## src/rtl/rxq_pkg.sv

```systemverilog
package rxq_pkg;
  localparam int DATA_W = 8;

  typedef struct packed {
    logic              addr;
    logic              brk;
    logic              fe;
    logic              pe;
    logic [DATA_W-1:0] data;
  } rx_char_t;

  localparam int CHAR_W = $bits(rx_char_t);
endpackage

```

## src/rtl/rx_bit_engine.sv

```systemverilog
module rx_bit_engine
  import rxq_pkg::*;
#(
  parameter int OSR = 16
) (
  input  logic       clk,
  input  logic       rst,
  input  logic       tick,
  input  logic       rxd,
  input  logic [1:0] len_sel,
  input  logic       par_en,
  input  logic       par_odd,
  input  logic       mdrop_en,
  output logic       done,
  output rx_char_t   chr,
  output logic       brk_evt
);
  localparam int CW = $clog2(OSR);
  localparam logic [CW-1:0] MID_LAST = CW'(OSR/2 - 2);
  localparam logic [CW-1:0] BIT_LAST = CW'(OSR - 1);

  typedef enum logic [1:0] {S_IDLE, S_START, S_BITS, S_BRK} st_t;

  st_t             st;
  logic            s1, line, prev;
  logic [CW-1:0]   tcnt;
  logic [3:0]      bidx;
  logic [8:0]      sh;
  logic [3:0]      nd, last;
  logic            has_x;
  logic [8:0]      al, xsh;
  logic [7:0]      dmask, data_c;
  logic            xb_c, zero_c;

  always_comb begin
    nd     = 4'd5 + {2'b00, len_sel};
    has_x  = par_en | mdrop_en;
    last   = nd + {3'b000, has_x};
    al     = sh >> (4'd9 - last);
    dmask  = 8'hFF >> (4'd8 - nd);
    data_c = al[7:0] & dmask;
    xsh    = al >> nd;
    xb_c   = has_x & xsh[0];
    zero_c = (al == 9'd0) && !line;
  end

  always_ff @(posedge clk) begin
    if (rst) begin
      s1 <= 1'b1; line <= 1'b1; prev <= 1'b1;
      st <= S_IDLE; tcnt <= '0; bidx <= '0; sh <= '0;
      done <= 1'b0; brk_evt <= 1'b0; chr <= '0;
    end else begin
      s1      <= rxd;
      line    <= s1;
      done    <= 1'b0;
      brk_evt <= 1'b0;
      if (tick) begin
        prev <= line;
        case (st)
          S_IDLE: if (prev && !line) begin
            st <= S_START; tcnt <= '0;
          end
          S_START: begin
            if (tcnt == MID_LAST) begin
              tcnt <= '0; bidx <= '0; sh <= '0;
              st   <= line ? S_IDLE : S_BITS;
            end else tcnt <= tcnt + 1'b1;
          end
          S_BITS: begin
            if (tcnt == BIT_LAST) begin
              tcnt <= '0;
              if (bidx == last) begin
                done      <= 1'b1;
                chr.data  <= data_c;
                chr.brk   <= zero_c;
                chr.fe    <= !line && !zero_c;
                chr.pe    <= par_en && !mdrop_en && !zero_c &&
                             ((^data_c ^ xb_c) != par_odd);
                chr.addr  <= mdrop_en && xb_c;
                if (zero_c) begin
                  brk_evt <= 1'b1; st <= S_BRK;
                end else st <= S_IDLE;
              end else begin
                sh   <= {line, sh[8:1]};
                bidx <= bidx + 1'b1;
              end
            end else tcnt <= tcnt + 1'b1;
          end
          S_BRK: if (line) begin
            brk_evt <= 1'b1; st <= S_IDLE;
          end
          default: st <= S_IDLE;
        endcase
      end
    end
  end

  p_done_pulse_r1: assert property (@(posedge clk) disable iff (rst)
    done |=> !done);
  p_brk_evt_pulse_r8: assert property (@(posedge clk) disable iff (rst)
    brk_evt |=> !brk_evt);
  p_brk_no_fe_r8: assert property (@(posedge clk) disable iff (rst)
    done |-> !(chr.brk && chr.fe));
endmodule

```

## src/rtl/rx_fifo.sv

```systemverilog
module rx_fifo #(
  parameter int DEPTH = 3,
  parameter int W     = 12
) (
  input  logic                          clk,
  input  logic                          rst,
  input  logic                          push,
  input  logic [W-1:0]                  din,
  input  logic                          pop,
  output logic [W-1:0]                  dout,
  output logic [$clog2(DEPTH+1)-1:0]    count
);
  localparam int AW   = (DEPTH > 1) ? $clog2(DEPTH) : 1;
  localparam int CNTW = $clog2(DEPTH+1);
  localparam logic [AW-1:0]   P_LAST = AW'(DEPTH - 1);
  localparam logic [CNTW-1:0] C_FULL = CNTW'(DEPTH);

  logic [W-1:0]  mem [DEPTH];
  logic [AW-1:0] wptr, rptr;

  always_ff @(posedge clk) begin
    if (push) mem[wptr] <= din;
  end

  always_ff @(posedge clk) begin
    if (rst) begin
      wptr <= '0; rptr <= '0; count <= '0;
    end else begin
      if (push) wptr <= (wptr == P_LAST) ? '0 : wptr + 1'b1;
      if (pop)  rptr <= (rptr == P_LAST) ? '0 : rptr + 1'b1;
      case ({push, pop})
        2'b10:   count <= count + 1'b1;
        2'b01:   count <= count - 1'b1;
        default: count <= count;
      endcase
    end
  end

  assign dout = mem[rptr];

  p_no_overflow_r3: assert property (@(posedge clk) disable iff (rst)
    push |-> (count != C_FULL));
  p_no_underflow_r3: assert property (@(posedge clk) disable iff (rst)
    pop |-> (count != '0));
endmodule

```

## src/rtl/rx_flags.sv

```systemverilog
module rx_flags
  import rxq_pkg::*;
#(
  parameter int DEPTH = 3
) (
  input  logic                        clk,
  input  logic                        rst,
  input  logic [$clog2(DEPTH+1)-1:0]  cnt,
  input  rx_char_t                    top,
  input  logic                        push,
  input  rx_char_t                    push_chr,
  input  logic                        ovr_evt,
  input  logic                        brk_evt,
  input  logic                        err_clr,
  input  logic                        blk_err_mode,
  input  logic                        rts_auto,
  output logic [DATA_W-1:0]           rd_data,
  output logic                        rx_rdy,
  output logic                        fifo_full,
  output logic                        ovr_err,
  output logic                        par_err,
  output logic                        frm_err,
  output logic                        brk_flag,
  output logic                        addr_flag,
  output logic                        brk_delta,
  output logic                        rts_o
);
  localparam int CNTW = $clog2(DEPTH+1);
  localparam logic [CNTW-1:0] C_FULL = CNTW'(DEPTH);

  logic acc_pe, acc_fe, acc_brk, nonempty, is_full;

  assign nonempty = (cnt != '0);
  assign is_full  = (cnt == C_FULL);

  always_ff @(posedge clk) begin
    if (rst || err_clr) begin
      acc_pe <= 1'b0; acc_fe <= 1'b0; acc_brk <= 1'b0;
    end else if (push) begin
      acc_pe  <= acc_pe  | push_chr.pe;
      acc_fe  <= acc_fe  | push_chr.fe;
      acc_brk <= acc_brk | push_chr.brk;
    end
  end

  always_ff @(posedge clk) begin
    if (rst) begin
      rd_data <= '0; rx_rdy <= 1'b0; fifo_full <= 1'b0; ovr_err <= 1'b0;
      par_err <= 1'b0; frm_err <= 1'b0; brk_flag <= 1'b0;
      addr_flag <= 1'b0; brk_delta <= 1'b0; rts_o <= 1'b1;
    end else begin
      rd_data   <= nonempty ? top.data : '0;
      rx_rdy    <= nonempty;
      fifo_full <= is_full;
      addr_flag <= nonempty & top.addr;
      brk_delta <= brk_evt;
      rts_o     <= !(rts_auto && is_full);
      if (ovr_evt)      ovr_err <= 1'b1;
      else if (err_clr) ovr_err <= 1'b0;
      if (blk_err_mode) begin
        par_err <= acc_pe; frm_err <= acc_fe; brk_flag <= acc_brk;
      end else begin
        par_err  <= nonempty & top.pe;
        frm_err  <= nonempty & top.fe;
        brk_flag <= nonempty & top.brk;
      end
    end
  end

  p_ovr_when_full_r4: assert property (@(posedge clk) disable iff (rst)
    $rose(ovr_err) |-> $past(fifo_full));
  p_rts_low_full_r9: assert property (@(posedge clk) disable iff (rst)
    (fifo_full && $past(rts_auto)) |-> !rts_o);
  p_rdy_with_full_r3: assert property (@(posedge clk) disable iff (rst)
    fifo_full |-> rx_rdy);
endmodule

```

## src/rtl/rx_serial_fifo.sv

```systemverilog
module rx_serial_fifo
  import rxq_pkg::*;
#(
  parameter int OSR   = 16,
  parameter int DEPTH = 3
) (
  input  logic              clk,
  input  logic              rst,
  input  logic              os_tick,
  input  logic              rxd,
  input  logic              rx_en,
  input  logic [1:0]        len_sel,
  input  logic              par_en,
  input  logic              par_odd,
  input  logic              mdrop_en,
  input  logic              blk_err_mode,
  input  logic              rts_auto,
  input  logic              rd_pop,
  input  logic              err_clr,
  output logic [7:0]        rd_data,
  output logic              rx_rdy,
  output logic              fifo_full,
  output logic              ovr_err,
  output logic              par_err,
  output logic              frm_err,
  output logic              brk_flag,
  output logic              addr_flag,
  output logic              brk_delta,
  output logic              rts_o
);
  localparam int CNTW = $clog2(DEPTH+1);
  localparam logic [CNTW-1:0] C_FULL = CNTW'(DEPTH);

  logic            done, brk_evt, accept, space, pop;
  logic            push, pend_v, pend_load, pend_clr, ovr_evt;
  rx_char_t        chr, pend, din, top;
  logic [CNTW-1:0] cnt;

  rx_bit_engine #(.OSR(OSR)) u_eng (
    .clk(clk), .rst(rst), .tick(os_tick), .rxd(rxd), .len_sel(len_sel),
    .par_en(par_en), .par_odd(par_odd), .mdrop_en(mdrop_en),
    .done(done), .chr(chr), .brk_evt(brk_evt)
  );

  assign accept = done && (rx_en || chr.addr);
  assign space  = (cnt != C_FULL);
  assign pop    = rd_pop && (cnt != '0);

  always_comb begin
    push = 1'b0; din = pend; pend_load = 1'b0; pend_clr = 1'b0; ovr_evt = 1'b0;
    if (pend_v && space) begin
      push = 1'b1; pend_clr = 1'b1; pend_load = accept;
    end else if (accept) begin
      if (!pend_v && space) begin
        push = 1'b1; din = chr;
      end else if (!pend_v) pend_load = 1'b1;
      else ovr_evt = 1'b1;
    end
  end

  always_ff @(posedge clk) begin
    if (rst) begin
      pend_v <= 1'b0; pend <= '0;
    end else if (pend_load) begin
      pend_v <= 1'b1; pend <= chr;
    end else if (pend_clr) pend_v <= 1'b0;
  end

  rx_fifo #(.DEPTH(DEPTH), .W(CHAR_W)) u_q (
    .clk(clk), .rst(rst), .push(push), .din(din), .pop(pop),
    .dout(top), .count(cnt)
  );

  rx_flags #(.DEPTH(DEPTH)) u_flg (
    .clk(clk), .rst(rst), .cnt(cnt), .top(top), .push(push), .push_chr(din),
    .ovr_evt(ovr_evt), .brk_evt(brk_evt), .err_clr(err_clr),
    .blk_err_mode(blk_err_mode), .rts_auto(rts_auto),
    .rd_data(rd_data), .rx_rdy(rx_rdy), .fifo_full(fifo_full),
    .ovr_err(ovr_err), .par_err(par_err), .frm_err(frm_err),
    .brk_flag(brk_flag), .addr_flag(addr_flag), .brk_delta(brk_delta),
    .rts_o(rts_o)
  );

  p_slot_only_when_full_r4: assert property (@(posedge clk) disable iff (rst)
    pend_v |-> (cnt == C_FULL) || $past(pop) || $past(pend_load));
  p_drop_when_disabled_r11: assert property (@(posedge clk) disable iff (rst)
    (done && !rx_en && !mdrop_en) |=> $stable(cnt) || $past(pop) || $past(pend_v));
endmodule

```

## config.mk

```make
export PLATFORM = sky130hd
export DESIGN_NAME = rx_serial_fifo
export DESIGN_NICKNAME = d
export VERILOG_FILES = /design/src/rtl/rxq_pkg.sv /design/src/rtl/rx_bit_engine.sv /design/src/rtl/rx_fifo.sv /design/src/rtl/rx_flags.sv /design/src/rtl/rx_serial_fifo.sv
export SDC_FILE = /design/constraint.sdc
export NUM_CORES = 1
export LEC_CHECK = 0
export ABC_AREA = 0
export BUFFER_PORTS_ARGS = -buffer_cell sky130_fd_sc_hd__buf_2
export CAP_MARGIN = 20
export CORE_UTILIZATION = 55
export DETAILED_ROUTE_END_ITERATION = 7
export HOLD_SLACK_MARGIN = 0.05
export MAX_ROUTING_LAYER = met4
export PLACE_DENSITY = 0.73
export RECOVER_POWER = 25
export SLEW_MARGIN = 0
export SYNTH_ARGS = -nofsm -noshare
export SYNTH_HDL_FRONTEND = slang
export SYNTH_SLANG_ARGS = --single-unit
```

## constraint.sdc

```tcl
create_clock -name clk -period 3.35 [get_ports clk]
set_input_delay 0.1675 -clock clk [delete_from_list [all_inputs] [get_ports clk]]
set_output_delay 0.1675 -clock clk [all_outputs]
set_load 0.03 [all_outputs]
```

== Yosys cells after proc, flatten, opt, wreduce, memory -nomap -nowiden ==
Memory sizes are Yosys's and may differ from the RTL's. A register that Yosys moved wholly into a read port is not among the register bits.
Index checks and enable logic that the tools add are counted.

* Add/subtract/negate cells: 10
* Eq/ne operators: 19
* Shift operators: 3
* Muxes and demuxes: 55
* Bitwise logic cells: 15
* Reduce and logical (&&, ||, !) cells: 35

{| class="wikitable"
|+ Operators by type and width
! kind !! number
|-
| $mux 12 || 3
|-
| $mux 9 || 3
|-
| $mux 1 || 26
|-
| $mux 4 || 6
|-
| $mux 2 || 11
|-
| $pmux 9 s2 || 1
|-
| $eq 2x2->1 const B || 6
|-
| $logic_and 1x1->1 || 12
|-
| $pmux 4 s3 || 1
|-
| $ne 2x1->1 const B || 5
|-
| $reduce_bool 2->1 || 5
|-
| $logic_not 9->1 || 1
|-
| $shr 9x4->1 || 1
|-
| $shr 9x4->9 || 1
|-
| $add 4x1->4 const B || 2
|-
| $and 8x8->8 || 1
|-
| $pmux 2 s4 || 1
|-
| $pmux 4 s2 || 1
|-
| $reduce_xor 8->1 || 1
|-
| $shr 8x4->8 const A || 1
|-
| $sub 4x4->4 const A || 2
|-
| $add 2x1->2 const B || 3
|-
| $reduce_and 6->1 || 1
|-
| $and 1x1->1 || 5
|-
| 23 further kinds || 37
|}

* Register bits: 75
* Bits in writable memories: 36
* Memories: 1

{| class="wikitable"
|+ Memory list
! name !! depth !! width !! read ports !! clocked after memory_dff !! write ports !! RTL line !! text
|-
| u_q.mem || 3 || 12 || 1 || 1 || 1 || rx_fifo.sv:18 || <nowiki>logic [W-1:0] mem [DEPTH];</nowiki>
|}

== Logic depth before layout (Yosys ltp) ==
* Depth after elaboration: 10
* Mapped depth: 13
* Depth with buffers taken out: 11

== Hierarchy ==
A second synthesis with hierarchy kept.

* Cells, all modules: 590
* Area total of the unflattened synthesis: 5977.0 um2

{| class="wikitable"
|+ Modules (own cells, without submodules)
! module !! instances !! cells each !! area an instance (um2)
|-
| rx_bit_engine || 1 || 289 || 2536.2
|-
| rx_fifo || 1 || 106 || 1617.8
|-
| rx_serial_fifo || 1 || 140 || 1189.9
|-
| rx_flags || 1 || 55 || 633.1
|}

== Worst setup path after synthesis ==
Ideal clock, no wire load.

* Path kind: input -> register
* Start point: input mdrop_en
* End point: register u_eng.chr[8] (netlist name)
* Arrival: 2.701 ns
* Data required time: 3.234 ns
* Setup slack: 0.532 ns
* Cell stages on the path: 11
* Buffers on the path: 0
* Cells stage by stage: or2_2 -> ha_1 -> inv_1 -> fa_1 -> mux4_2 -> a2bb2oi_1 -> nor2_1 -> xor2_1 -> xnor3_1 -> xnor3_1 -> a41o_1

* Longest elaborated chain between the ends: 9
* Elaborated cells between the ends (all ways): 19
* Classes of those cells: 2 x add/sub; 2 x eq/ne; 2 x shift; 4 x bitwise; 9 x reduce/logical

{| class="wikitable"
|+ RTL lines
! what !! RTL line !! text
|-
| start, declared || rx_serial_fifo.sv:15 || <nowiki>input logic mdrop_en,</nowiki>
|-
| $or 1x1->1 || rx_bit_engine.sv:37 || <nowiki>has_x = par_en | mdrop_en;</nowiki>
|-
| $add 4x1->4 || rx_bit_engine.sv:38 || <nowiki>last = nd + {3'b000, has_x};</nowiki>
|-
| $sub 4x4->4 || rx_bit_engine.sv:39 || <nowiki>al = sh >> (4'd9 - last);</nowiki>
|-
| $shr 9x4->9 || rx_bit_engine.sv:39 ||
|-
| $shr 9x4->1, or another cell as far along || rx_bit_engine.sv:42 || <nowiki>xsh = al >> nd;</nowiki>
|-
| $and 1x1->1, or another cell as far along || rx_bit_engine.sv:43 || <nowiki>xb_c = has_x & xsh[0];</nowiki>
|-
| $xor 1x1->1 or $logic_not 1->1 (tied branches) || rx_bit_engine.sv:78, rx_bit_engine.sv:77 ||
|-
| $ne 1x1->1 or $logic_and 1x1->1 (tied branches) || rx_bit_engine.sv:78, rx_bit_engine.sv:77 ||
|-
| $logic_and 1x1->1 || rx_bit_engine.sv:77 || <nowiki>chr.pe <= par_en && !mdrop_en && !zero_c &&</nowiki>
|}

Parallel ways exist; a longest one is shown, timed or not.
A chain may end at the register's enable or synchronous reset.

== Worst setup path in the final report ==
* Start point: input mdrop_en
* End point: register u_eng.chr[11] (netlist name)

* Longest elaborated chain between the ends: 7
* Elaborated cells between the ends (all ways): 9
* Classes of those cells: 2 x add/sub; 1 x eq/ne; 2 x shift; 2 x bitwise; 2 x reduce/logical

{| class="wikitable"
|+ RTL lines
! what !! RTL line !! text
|-
| $or 1x1->1 || rx_bit_engine.sv:37 ||
|-
| $add 4x1->4 || rx_bit_engine.sv:38 ||
|-
| $sub 4x4->4 || rx_bit_engine.sv:39 ||
|-
| $shr 9x4->9 || rx_bit_engine.sv:39 ||
|-
| $shr 9x4->1 || rx_bit_engine.sv:42 ||
|-
| $and 1x1->1 || rx_bit_engine.sv:43 ||
|-
| $logic_and 1x1->1 || rx_bit_engine.sv:79 || <nowiki>chr.addr <= mdrop_en && xb_c;</nowiki>
|}

Parallel ways exist; a longest one is shown, timed or not.

==> reports/qor.yml <==
hold_viol_final: 0
n_antenna_cell: 0
die_h_um: 98.45
antenna_found_initial: 0
clk_path_buf_depth: 2
synth_top_area_cell: "dfxtp_1"
fin_nets: 574
syn_area_um2: 5116
rows: 34
clock_skew_ns: 0.005557
grt-ovfl-total: 0
seq_area_frac_synth: 0.5126
setup_violations: 0
yosysMostFrequentCell: "dfxtp_1"
yosysWarningCount: 0
cts_buffers: 17
utilization: 0.6811
place_area_um2: 5388
via_per_inst: 5.490
cts_tree: "yes"
maxCapViolCount: 0
synth_nets: 530
synth_ff_type: "dfxtp_1"
die_x_um: 98.45
synth.area.top_cells: "dfxtp_1, edfxtp_1, mux2i_1"
synth_top_area_frac: 0.3013
grt_usage: 0.2354
hp-class: "primary input to flip-flop"
hold_ws_ns: 0.1194
cp.required_ns: 3.79
dr.pass1.iters: 6
core_um2: 8848
clock.fmax_mhz: 310.6
drt_wl_total_mm: 10.05
rsz0062_at_grt: "false"
critPathCaptureType: "flip-flop"
dp_hpwl_mm: 6.470
status: "complete, but fails checks"
layout-drive-gt1-share: 0.1556
cp-start-kind: "primary input"
synth_edf_count: 36
grt_max_degree: 59
violations: "DRC"
grt_first_pass_wirelength_mm: 17.22
start_util: 0.5782
grt_pass1_vias: 3629
relSlewSlack: 0.1151
peakVddDrop_mv: 0.3655
min_period_ns: 3.220
arrival_ns: 3.66
area_delta_synth_final_pct: 17.80
yosysUniqueCellTypes: 63
gp_congestion: 0.8677
synthArstFlopShare: 0
netlist_top_cells_count: "dfxtp_1, nor2_1, a21oi_1"
clkLatencyLatePin_ns: 0.51
die-area_um2: 9691
root_buffer: "clkbuf_8"
wire_per_inst_um: 15.07
p_leak_nw: 2.327
drv_slew: 0
fin_crit_sh: 0.9612
finalSetupTns_ns: 0
syn_area_per_cell_um2: 10.19
worst_pin_slew_ns: 1.314
fin_area_um2: 6027
drc: 1
p_per_area_nw_per_um2: 538.8
vias: 3662
ant_nets: 0
crit_path_max_fanout: 5
io_buffers: 30
path_clk_slew_ns: 0.06
h-tree-depth: 4
syn_inst: 502
ys_ff_latch: 113
drt_iter0_drc: 131
crit_type: "primary input to flip-flop"
cts.sinks: 113
num_io_pins: 31
[flip-flops by register name, summed over array words and instances (netlist names), 2 cells and up, named ones only]
signal,cells
u_q.mem,36
pend,12
u_eng.chr,12
u_eng.sh,9
u_flg.rd_data,8
u_eng.bidx,4
u_eng.tcnt,4
u_eng.st,2
u_q.count,2
u_q.rptr,2
u_q.wptr,2
[routing by layer]
layer / global-route usage / vias up / share of wire
li1: - / 1856 / -
met1: 0.2765 / 1720 / 0.44
met2: 0.3852 / 71 / 0.51
met3: 0.05887 / 15 / 0.036
met4: 0.1022 / 0 / 0.015
met5: - / - / 0
[repair_timing]
| action | CTS | global route |
|---|---|---|
| hold buffers | 8 | 0 |
| endpoints found under the hold margin | 14 | 0 |
| setup buffers | 0 | 0 |
| gates resized for setup | 0 | 3 |
| setup endpoints to repair | 0 | 4 |
[cell type report]
cell class	count	area (um2)
repair buffers	49	302.8
inverters	18	67.56
fillers	693	2821
multi-input cells	347	2333
flip-flops and latches	113	2623
clock buffers	17	414.1
well taps	108	135.1
clock inverters	15	151.4
[final timing paths]
| path | slack, ns | start | end | cells past startpoint |
|---|---|---|---|---|
| min | 0.12 | par_en | u_eng.chr[8]$_SDFFE_PP0P_ | 3 |
| max | 0.13 | mdrop_en | u_eng.chr[11]$_SDFFE_PP0P_ | 13 |
| max reg2reg | 0.87 | u_eng.st[0]$_SDFFE_PP0P_ | u_eng.tcnt[3]$_SDFFE_PP0P_ | 8 |
| min reg2reg | 0.41 | u_eng.s1$_SDFF_PP1_ | u_eng.line$_SDFF_PP1_ | 1 |
[cell usage in the layout, fill, tap and decap left out, types with 16 or more instances in the layout]
cell type,netlist,final
a21oi_1,44,44
clkbuf_1,13,18
clkbuf_16,0,16
dfxtp_1,77,77
edfxtp_1,36,36
inv_1,17,17
mux2i_1,35,35
nand2_1,36,36
nand3_1,16,16
nor2_1,74,74
[cells by family (layout without fill, tap and decap cells)]
kind of cell / count (synthesis) / count (layout) / share of synthesized area
buffers and inverters: 42 / 99 / 0.03448
AO/OA/AOI/OAI: 88 / 88 / 0.1079
AND/OR/NAND/NOR: 174 / 174 / 0.1587
XOR/XNOR: 17 / 17 / 0.03448
adder cells (fa/ha/maj): 14 / 14 / 0.03571
flip-flops: 113 / 113 / 0.5126
multiplexers: 54 / 54 / 0.1162
[where the power goes]
group	leakage, nW	internal, mW	switching, mW
logic	1.18	0.0595	0.0844
clock network	0.274	1.01	0.687
registers	0.868	1.41	0.00300
[critical path, stage by stage]
cell	delay [ns]
dlygate4sd3_1	0.54
buf_2	0.14
or2_2	0.32
ha_2	0.18
inv_1	0.06
fa_1	0.49
nor2b_1	0.25
a22oi_1	0.13
and2_1	0.20
o32ai_2	0.34
nand4_1	0.15
dlygate4sd3_1	0.58
a21oi_1	0.13
[metrics by stage]
stage	setup WS [ns]	power, mW	instances
5_1_grt	0.05777	3.356	667
4_1_cts	0.1181	3.275	667
2_1_floorplan	0.5325	1.539	502
3_3_place_gp	0.2333	1.572	627
6_report	0.1300	3.247	667
3_5_place_dp	0.1941	1.573	627
(Power assumes the default switching activity.)
